--- config.mk ---
export PLATFORM = sky130hd
export DESIGN_NAME = exc_ctrl_bank
export DESIGN_NICKNAME = d
export VERILOG_FILES = /design/src/rtl/exc_bank_pkg.sv /design/src/rtl/excbank_mode.sv /design/src/rtl/excbank_capture.sv /design/src/rtl/excbank_timer.sv /design/src/rtl/exc_ctrl_bank.sv
export SDC_FILE = /design/constraint.sdc
export NUM_CORES = 1
export LEC_CHECK = 0
export ABC_AREA = 1
export BUFFER_PORTS_ARGS = -buffer_cell sky130_fd_sc_hd__buf_4
export CELL_PAD_IN_SITES_DETAIL_PLACEMENT = 1
export CELL_PAD_IN_SITES_GLOBAL_PLACEMENT = 1
export CORE_ASPECT_RATIO = 1.25
export CORE_MARGIN = 1.5
export CORE_UTILIZATION = 32
export DETAILED_ROUTE_END_ITERATION = 8
export GPL_TIMING_DRIVEN = 0
export PLACE_DENSITY = 0.72
export SLEW_MARGIN = 0
export SYNTH_ARGS = -nofsm -noshare
export SYNTH_HDL_FRONTEND = slang
export SYNTH_SLANG_ARGS = --single-unit
--- constraint.sdc ---
create_clock -name clk -period 3.4 [get_ports clk]
set_input_delay 0.85 -clock clk [delete_from_list [all_inputs] [get_ports clk]]
set_output_delay 0.85 -clock clk [all_outputs]
set_load 0.02 [all_outputs]
--- src/rtl/exc_bank_pkg.sv ---
package exc_bank_pkg;
    localparam int RN_W     = 5;
    localparam int CODE_W   = 5;
    localparam int CODE_LSB = 2;
    localparam int LVL_BIT  = 1;

    localparam logic [RN_W-1:0] RN_FADDR  = 5'd8;
    localparam logic [RN_W-1:0] RN_COUNT  = 5'd9;
    localparam logic [RN_W-1:0] RN_STATUS = 5'd12;
    localparam logic [RN_W-1:0] RN_CAUSE  = 5'd13;
    localparam logic [RN_W-1:0] RN_RETPC  = 5'd14;

    typedef enum logic {
        MODE_NORMAL  = 1'b0,
        MODE_HANDLER = 1'b1
    } mode_e;

    function automatic logic is_addr_fault(input logic [CODE_W-1:0] code);
        return (code >= 5'd1) && (code <= 5'd5);
    endfunction

    function automatic logic is_known(input logic [RN_W-1:0] rn);
        return (rn == RN_FADDR) || (rn == RN_COUNT) || (rn == RN_STATUS) ||
               (rn == RN_CAUSE) || (rn == RN_RETPC);
    endfunction
endpackage

--- src/rtl/excbank_mode.sv ---
module excbank_mode
    import exc_bank_pkg::*;
#(
    parameter int W = 32
) (
    input  logic         clk,
    input  logic         rst_n,
    input  logic         exc_valid,
    input  logic         eret,
    input  logic         wr_status,
    input  logic [W-1:0] wdata,
    output logic         level,
    output logic [W-1:0] status_rd
);
    mode_e        state_q, state_d;
    logic [W-1:0] status_q;

    // state register
    always_ff @(posedge clk) begin
        if (!rst_n) state_q <= MODE_NORMAL;
        else        state_q <= state_d;
    end

    // next state
    always_comb begin
        state_d = state_q;
        unique case (state_q)
            MODE_NORMAL:  if (exc_valid)  state_d = MODE_HANDLER;
            MODE_HANDLER: if (exc_valid)  state_d = MODE_HANDLER;
                          else if (eret)  state_d = MODE_NORMAL;
        endcase
    end

    // software-owned status bits
    always_ff @(posedge clk) begin
        if (!rst_n)         status_q <= '0;
        else if (wr_status) status_q <= wdata;
    end

    // outputs
    always_comb begin
        level              = (state_q == MODE_HANDLER);
        status_rd          = status_q;
        status_rd[LVL_BIT] = level;
    end
endmodule

--- src/rtl/excbank_capture.sv ---
module excbank_capture
    import exc_bank_pkg::*;
#(
    parameter int W = 32
) (
    input  logic              clk,
    input  logic              rst_n,
    input  logic              exc_valid,
    input  logic [CODE_W-1:0] exc_code,
    input  logic [W-1:0]      exc_pc,
    input  logic [W-1:0]      exc_addr,
    input  logic              wr_retpc,
    input  logic              wr_cause,
    input  logic              wr_faddr,
    input  logic [W-1:0]      wdata,
    output logic [W-1:0]      retpc_q,
    output logic [W-1:0]      cause_rd,
    output logic [W-1:0]      faddr_q
);
    logic [CODE_W-1:0] code_q;
    logic              take_addr;

    assign take_addr = exc_valid && is_addr_fault(exc_code);

    always_ff @(posedge clk) begin
        if (!rst_n) begin
            retpc_q <= '0;
            code_q  <= '0;
            faddr_q <= '0;
        end else begin
            if (exc_valid)     retpc_q <= exc_pc;
            else if (wr_retpc) retpc_q <= wdata;

            if (exc_valid)     code_q <= exc_code;
            else if (wr_cause) code_q <= wdata[CODE_LSB +: CODE_W];

            if (take_addr)     faddr_q <= exc_addr;
            else if (wr_faddr) faddr_q <= wdata;
        end
    end

    always_comb begin
        cause_rd                       = '0;
        cause_rd[CODE_LSB +: CODE_W]   = code_q;
    end
endmodule

--- src/rtl/excbank_timer.sv ---
module excbank_timer #(
    parameter int W = 32
) (
    input  logic         clk,
    input  logic         rst_n,
    input  logic         load,
    input  logic [W-1:0] wdata,
    output logic [W-1:0] cnt_q
);
    always_ff @(posedge clk) begin
        if (!rst_n)    cnt_q <= '0;
        else if (load) cnt_q <= wdata;
        else           cnt_q <= cnt_q + W'(1);
    end
endmodule

--- src/rtl/exc_ctrl_bank.sv ---
module exc_ctrl_bank
    import exc_bank_pkg::*;
#(
    parameter int W = 32
) (
    input  logic         clk,
    input  logic         rst_n,
    input  logic         exc_valid,
    input  logic [4:0]   exc_code,
    input  logic [W-1:0] exc_pc,
    input  logic [W-1:0] exc_addr,
    input  logic         eret,
    input  logic         sw_wen,
    input  logic [4:0]   sw_addr,
    input  logic [W-1:0] sw_wdata,
    input  logic [4:0]   sw_raddr,
    output logic [W-1:0] sw_rdata,
    output logic         exc_level
);
    logic [W-1:0] status_rd, cause_rd, retpc_q, faddr_q, cnt_q;
    logic         wr_status, wr_cause, wr_retpc, wr_faddr, wr_count;

    assign wr_status = sw_wen && (sw_addr == RN_STATUS);
    assign wr_cause  = sw_wen && (sw_addr == RN_CAUSE);
    assign wr_retpc  = sw_wen && (sw_addr == RN_RETPC);
    assign wr_faddr  = sw_wen && (sw_addr == RN_FADDR);
    assign wr_count  = sw_wen && (sw_addr == RN_COUNT);

    excbank_mode #(.W(W)) u_mode (
        .clk(clk), .rst_n(rst_n), .exc_valid(exc_valid), .eret(eret),
        .wr_status(wr_status), .wdata(sw_wdata),
        .level(exc_level), .status_rd(status_rd)
    );

    excbank_capture #(.W(W)) u_cap (
        .clk(clk), .rst_n(rst_n), .exc_valid(exc_valid), .exc_code(exc_code),
        .exc_pc(exc_pc), .exc_addr(exc_addr),
        .wr_retpc(wr_retpc), .wr_cause(wr_cause), .wr_faddr(wr_faddr),
        .wdata(sw_wdata), .retpc_q(retpc_q), .cause_rd(cause_rd), .faddr_q(faddr_q)
    );

    excbank_timer #(.W(W)) u_tmr (
        .clk(clk), .rst_n(rst_n), .load(wr_count), .wdata(sw_wdata), .cnt_q(cnt_q)
    );

    always_comb begin
        case (sw_raddr)
            RN_FADDR:  sw_rdata = faddr_q;
            RN_COUNT:  sw_rdata = cnt_q;
            RN_STATUS: sw_rdata = status_rd;
            RN_CAUSE:  sw_rdata = cause_rd;
            RN_RETPC:  sw_rdata = retpc_q;
            default:   sw_rdata = '0;
        endcase
    end
endmodule

==> Word level (Yosys, flattened, before mapping) <==
Cells that the tools add are included.
{ "totals": {"reg_bits": 134, "wordCells": 42} }
{ "op_classes": {"n_addsub": 1, "n_lt_le_gt_ge": 2, "n_eq_ne": 10, "n_mux": 12, "bitwise": 1, "n_reduce_logical": 10} }
{ "ops": {"columns": ["op", "count"], "rows": [
  ["$mux 32", 5],
  ["$pmux 32 s5", 1],
  ["$eq 5x4->1 const B", 10],
  ["$add 32x1->32 const B", 1],
  ["$mux 5", 2],
  ["$logic_and 1x1->1", 7],
  ["$reduce_bool 2->1", 3],
  ["$ge 5x1->1 const B", 1],
  ["$le 5x3->1 const B", 1],
  ["$mux 1", 3],
  ["$pmux 1 s2", 1],
  ["$not 1->1", 1]
]} }

==> Logic depth before layout (Yosys ltp) <==
{ "depth": {"ltp_word": 4, "mapped_depth": 10, "ltp_nobuf": 10} }

==> Modules after synthesis <==
A second synthesis with hierarchy kept.
{ "unflattened": {"cells_unflattened": 1446, "area_unflattened_um2": 8573.2} }
{ "by_module_without_submodules": {"columns": ["module", "instances", "cells_each", "area_per_inst_um2", "seq_area_each_um2"], "rows": [
  ["excbank_capture", 1, 594, 3751.1, 1381.3],
  ["excbank_timer", 1, 368, 2168.3, 640.6],
  ["exc_ctrl_bank", 1, 343, 1537.7, 0.0],
  ["excbank_mode", 1, 141, 1116.1, 640.6]
]} }

==> Least setup slack after synthesis <==
Ideal clock, no wire load.
{ "synth_path": {"kind": "input -> output", "start": "in sw_raddr[1]", "end": "out sw_rdata[0]", "t_arrival_ns": 1.759, "slack_ns": 0.791, "path_stages": 4, "n_path_buf": 1, "cell_sequence": "nor2_1 -> nand3_2 -> buf_1 -> o2111ai_1"} }
{ "synth_via": {"elab_chain_cells": 2, "word_cells_on_any_way": 6, "cone_classes": "eq/ne (5); mux (1)"} }
{ "synth_rtl": {"columns": ["item", "line_no", "source"], "rows": [
  ["from (decl)", "exc_ctrl_bank.sv:16", "input logic [4:0] sw_raddr,"],
  ["$eq 5x4->1", "exc_ctrl_bank.sv:47", "case (sw_raddr)"],
  ["$pmux 32 s5 (*)", "exc_ctrl_bank.sv:47", null],
  ["to (decl)", "exc_ctrl_bank.sv:17", "output logic [W-1:0] sw_rdata,"]
]} }
Every way passes the cells marked *; elsewhere a longest branch is shown, timed or not.

==> Worst setup path in the final report <==
{ "layout_path": {"start": "in sw_raddr[1]", "end": "out sw_rdata[8]"} }
Same word-level chain as after synthesis.

==> flow_summary.yaml <==
synth:
  synth.distinct_cells: 35
  synth-simple-area-share_pct: 34.0
  async_reset_ff_share_pct: 0
  syn_area_um2: 7610
  synth.area.mux_share_pct: 3.68
  netlist_instances: 1157
  post_synthesis_compound_gate_area_fraction_pct: 13.5
  synth-main-ff-cell: "dfxtp_1"
  synth_seq_area_share_pct: 35.0
  synth-seq-cells: 133
  synth.most_common_cell: "nand2_1"
  synth_nets: 1274
  synth_top_area_share_pct: 35.0
  ys_top_cells_by_count: "326 x nand2_1, 179 x nand3_1, 142 x inv_1, 133 x dfxtp_1, 76 x a21oi_1"
  synth_top_cells_by_area: "dfxtp_1 35%, nand2_1 16%, nand3_1 12%"
  count_of_flip_flops_with_a_built_in_enable_after_synthesis: 0
  post_synthesis_share_of_cell_area_spent_on_full_adders_half_adders_and_majority_gates_pct: 0.164
  post-synth-top-area-cell: "dfxtp_1"
  synthesis.area_per_instance_um2: 6.58
  synth_top_family_by_area: "simple AND/OR/NAND/NOR gates"
  yosys.area_share.xor_xnor_pct: 1.04
  yosysWarningCount: 0
timing:
  tns_ns: 0
  setup_slack_ns: 0.0319
  post_layout_min_period_ns: 3.37
  holdWs_ns: 0.457
  slew-limit-headroom_pct: 48.1
  worst-slew-pin-transition_ns: 0.779
  final.setup_skew_ns: 0.0111
  setup_viol: 0
  max_freq_mhz: 297
  final_report_max_slew_violation_count: 0
  hold_violations: 0
  rsz0062_at_grt: "no"
  timing.final.crit_share_pct: 99.1
grt:
  grt_first_pass_wirelength_um: 49500
  grt_remaining_overflow: 0
  grt_util_all_layers_pct: 26.7
  grt_start_max_net_pins: 17
  grt_pass1_vias: 8832
  antenna_violations_before_repair: 0
critical_path:
  family_with_the_most_delay_on_the_worst_path: "buffers and inverters"
  end_kind: "output port"
  crit_path_start_kind: "input port"
  crit_path_max_fanout: 10
  crit_arrival_ns: 2.52
  path_class: "input port to output port"
  critical_path.n_buffers_inverters: 3
  crit_required_ns: 2.55
  crit_path_top_delay_cell: "buf_1"
  critical_path.max_stage_delay_ns: 0.45
  cpMostUsedCell: "buf_4"
  cp_cell_sequence: "buf_4, nor2_1, nand3_2, buf_1, o2111ai_1, buf_4"
drt:
  dr.pass1.iters: 5
  routed_length_per_placed_instance_um: 20.1
  drt-vias-per-instance: 5.24
  initialDrtViolationCount: 529
  antenna_violating_nets_post_route: 0
  wirelength_um: 32600
  num_vias: 8510
  drcViolationCount: 0
clocking:
  cts_max_level: 4
  cts_tree: "built"
  clk_path_buf_depth: 2
  clock_latency_ns: 0.44
  tritoncts.num_buffers: 17
  cts.sinks: 133
  cts.reportedPaths.clkPinSlew_ns: 0.06
  post-cts-setup-buffers: 0
  cts_root_buf: "clkbuf_16"
placed_design:
  gp_congestion: 0.934
  dp_hpwl_um: 25400
  dp_worst_setup_slack_ns: 0.0695
  quantity_of_i_o_buffers_inserted_on_ports: 147
finish:
  antenna_cells_inserted: 0
  post_synthesis_to_final_layout_area_growth_pct: 27.9
  layout_cell_share_with_drive_strength_beyond_1_pct: 20.7
  final_nets: 1440
hold_path:
  hp-class: "flip-flop to flip-flop"
flow_run:
  timing.max_cap.violations: 0
die:
  number_of_placement_rows: 62
  chipWidth_um: 141
  core_area_um2: 23200
  initial_core_util_pct: 32.8
  floorplan.die_area_um2: 24700
  io_pins: 149
  dieHeight_um: 175
power:
  leakage_power_nw: 4.32
  cellPowerDensity_nw_per_um2: 434
  vdd_ir_drop_max_v: 0.000274
  power.total_mw: 4.23
outcome:
  outcome: "finished clean"
## where the power goes
part | internal [mW] | switching, mW | leakage (nW)
registers | 1.61 | 0.0395 | 1.08
logic | 0.194 | 0.260 | 2.92
clock network | 1.33 | 0.792 | 0.316
## sequential cells by signal, indices dropped and copies added (netlist names)
signal and flops:
u_cap.code_q 5, u_mode.level 1, u_tmr.cnt_q 32, u_mode.status_q 31, u_cap.faddr_q 32, u_cap.retpc_q 32
## cells by family (layout without fill, tap and decap cells)
| family | after synthesis | count (layout) |
|---|---|---|
| AO/OA/AOI/OAI | 179 | 179 |
| XOR/XNOR | 9 | 9 |
| adder cells (fa/ha/maj) | 1 | 1 |
| buffers and inverters | 216 | 394 |
| flip-flops | 133 | 133 |
| multiplexers | 25 | 25 |
| AND/OR/NAND/NOR | 594 | 594 |
## metal layers
metal  GRT usage, %  vias up  share of wire, %
met5              0        -                 0
met4           10.2        0               3.0
met3           4.31       64               4.7
met2           47.4      236                50
met1           32.3     4106                42
li1               -     4104                 -
## area by class of cell
type	count	area, um2
inverters	149	559
multi-input cells	808	3990
clock buffers	18	439
fillers	3041	13500
plain buffers	67	403
flip-flops and latches	133	2660
repair buffers	147	1100
clock inverters	13	220
well taps	288	360
## worst register-to-register path, delay by kind of cell (launching register included)
kind                     cells  cell delay, ns
adder cells (fa/ha/maj)      1            0.41
AND/OR/NAND/NOR              6            0.66
flip-flops                   1            0.53
buffers and inverters        3            0.32
## per-stage QoR
step	cell area, um2	util, %	instances
after CTS	9730	42.0	1623
after global placement	9070	39.1	1592
after global routing	9730	42.0	1623
after detailed placement	9070	39.1	1592
final	9730	42.0	1623
after floorplan	7610	-	1157
## timing repair
item,in CTS,in global routing
resized for setup,0,1
hold buffers,0,0
endpoints found under the setup margin,0,1
## path summary, 6_finish.rpt
path | depth (start not counted) | slack [ns] | start | to
hold reg to reg | 2 | 0.46 | u_mode.status_q[12] | u_mode.status_q[12]
setup / recovery | 6 | 0.03 | sw_raddr[1] | sw_rdata[8]
setup reg to reg | 10 | 1.39 | u_tmr.cnt_q[0] | u_tmr.cnt_q[24]
hold / removal | 2 | 0.46 | u_mode.status_q[12] | u_mode.status_q[12]
## layout by cell type, fill, tap and decap left out, types with 2 or more instances in the layout
master and count:
nand2_2 5, buf_6 10, nor3_2 2, nor2_2 9, inv_1 142, a21oi_1 76, buf_1 6, clkinvlp_4 2
nand3_2 2, buf_4 159, o21ai_0 64, nor2_1 54, clkbuf_1 16, nand4_1 8, nor2_4 3, nand3_1 179
xnor2_1 4, nand2_1 326, buf_2 22, xor2_1 5, clkbuf_16 17, a22oi_1 9, bufinv_16 5, clkinv_4 2
nor3_1 2, inv_2 6, mux2_2 24, inv_6 3, o2111ai_1 26, a31oi_1 2, dfxtp_1 133
Power figures use the tool's default switching activity.
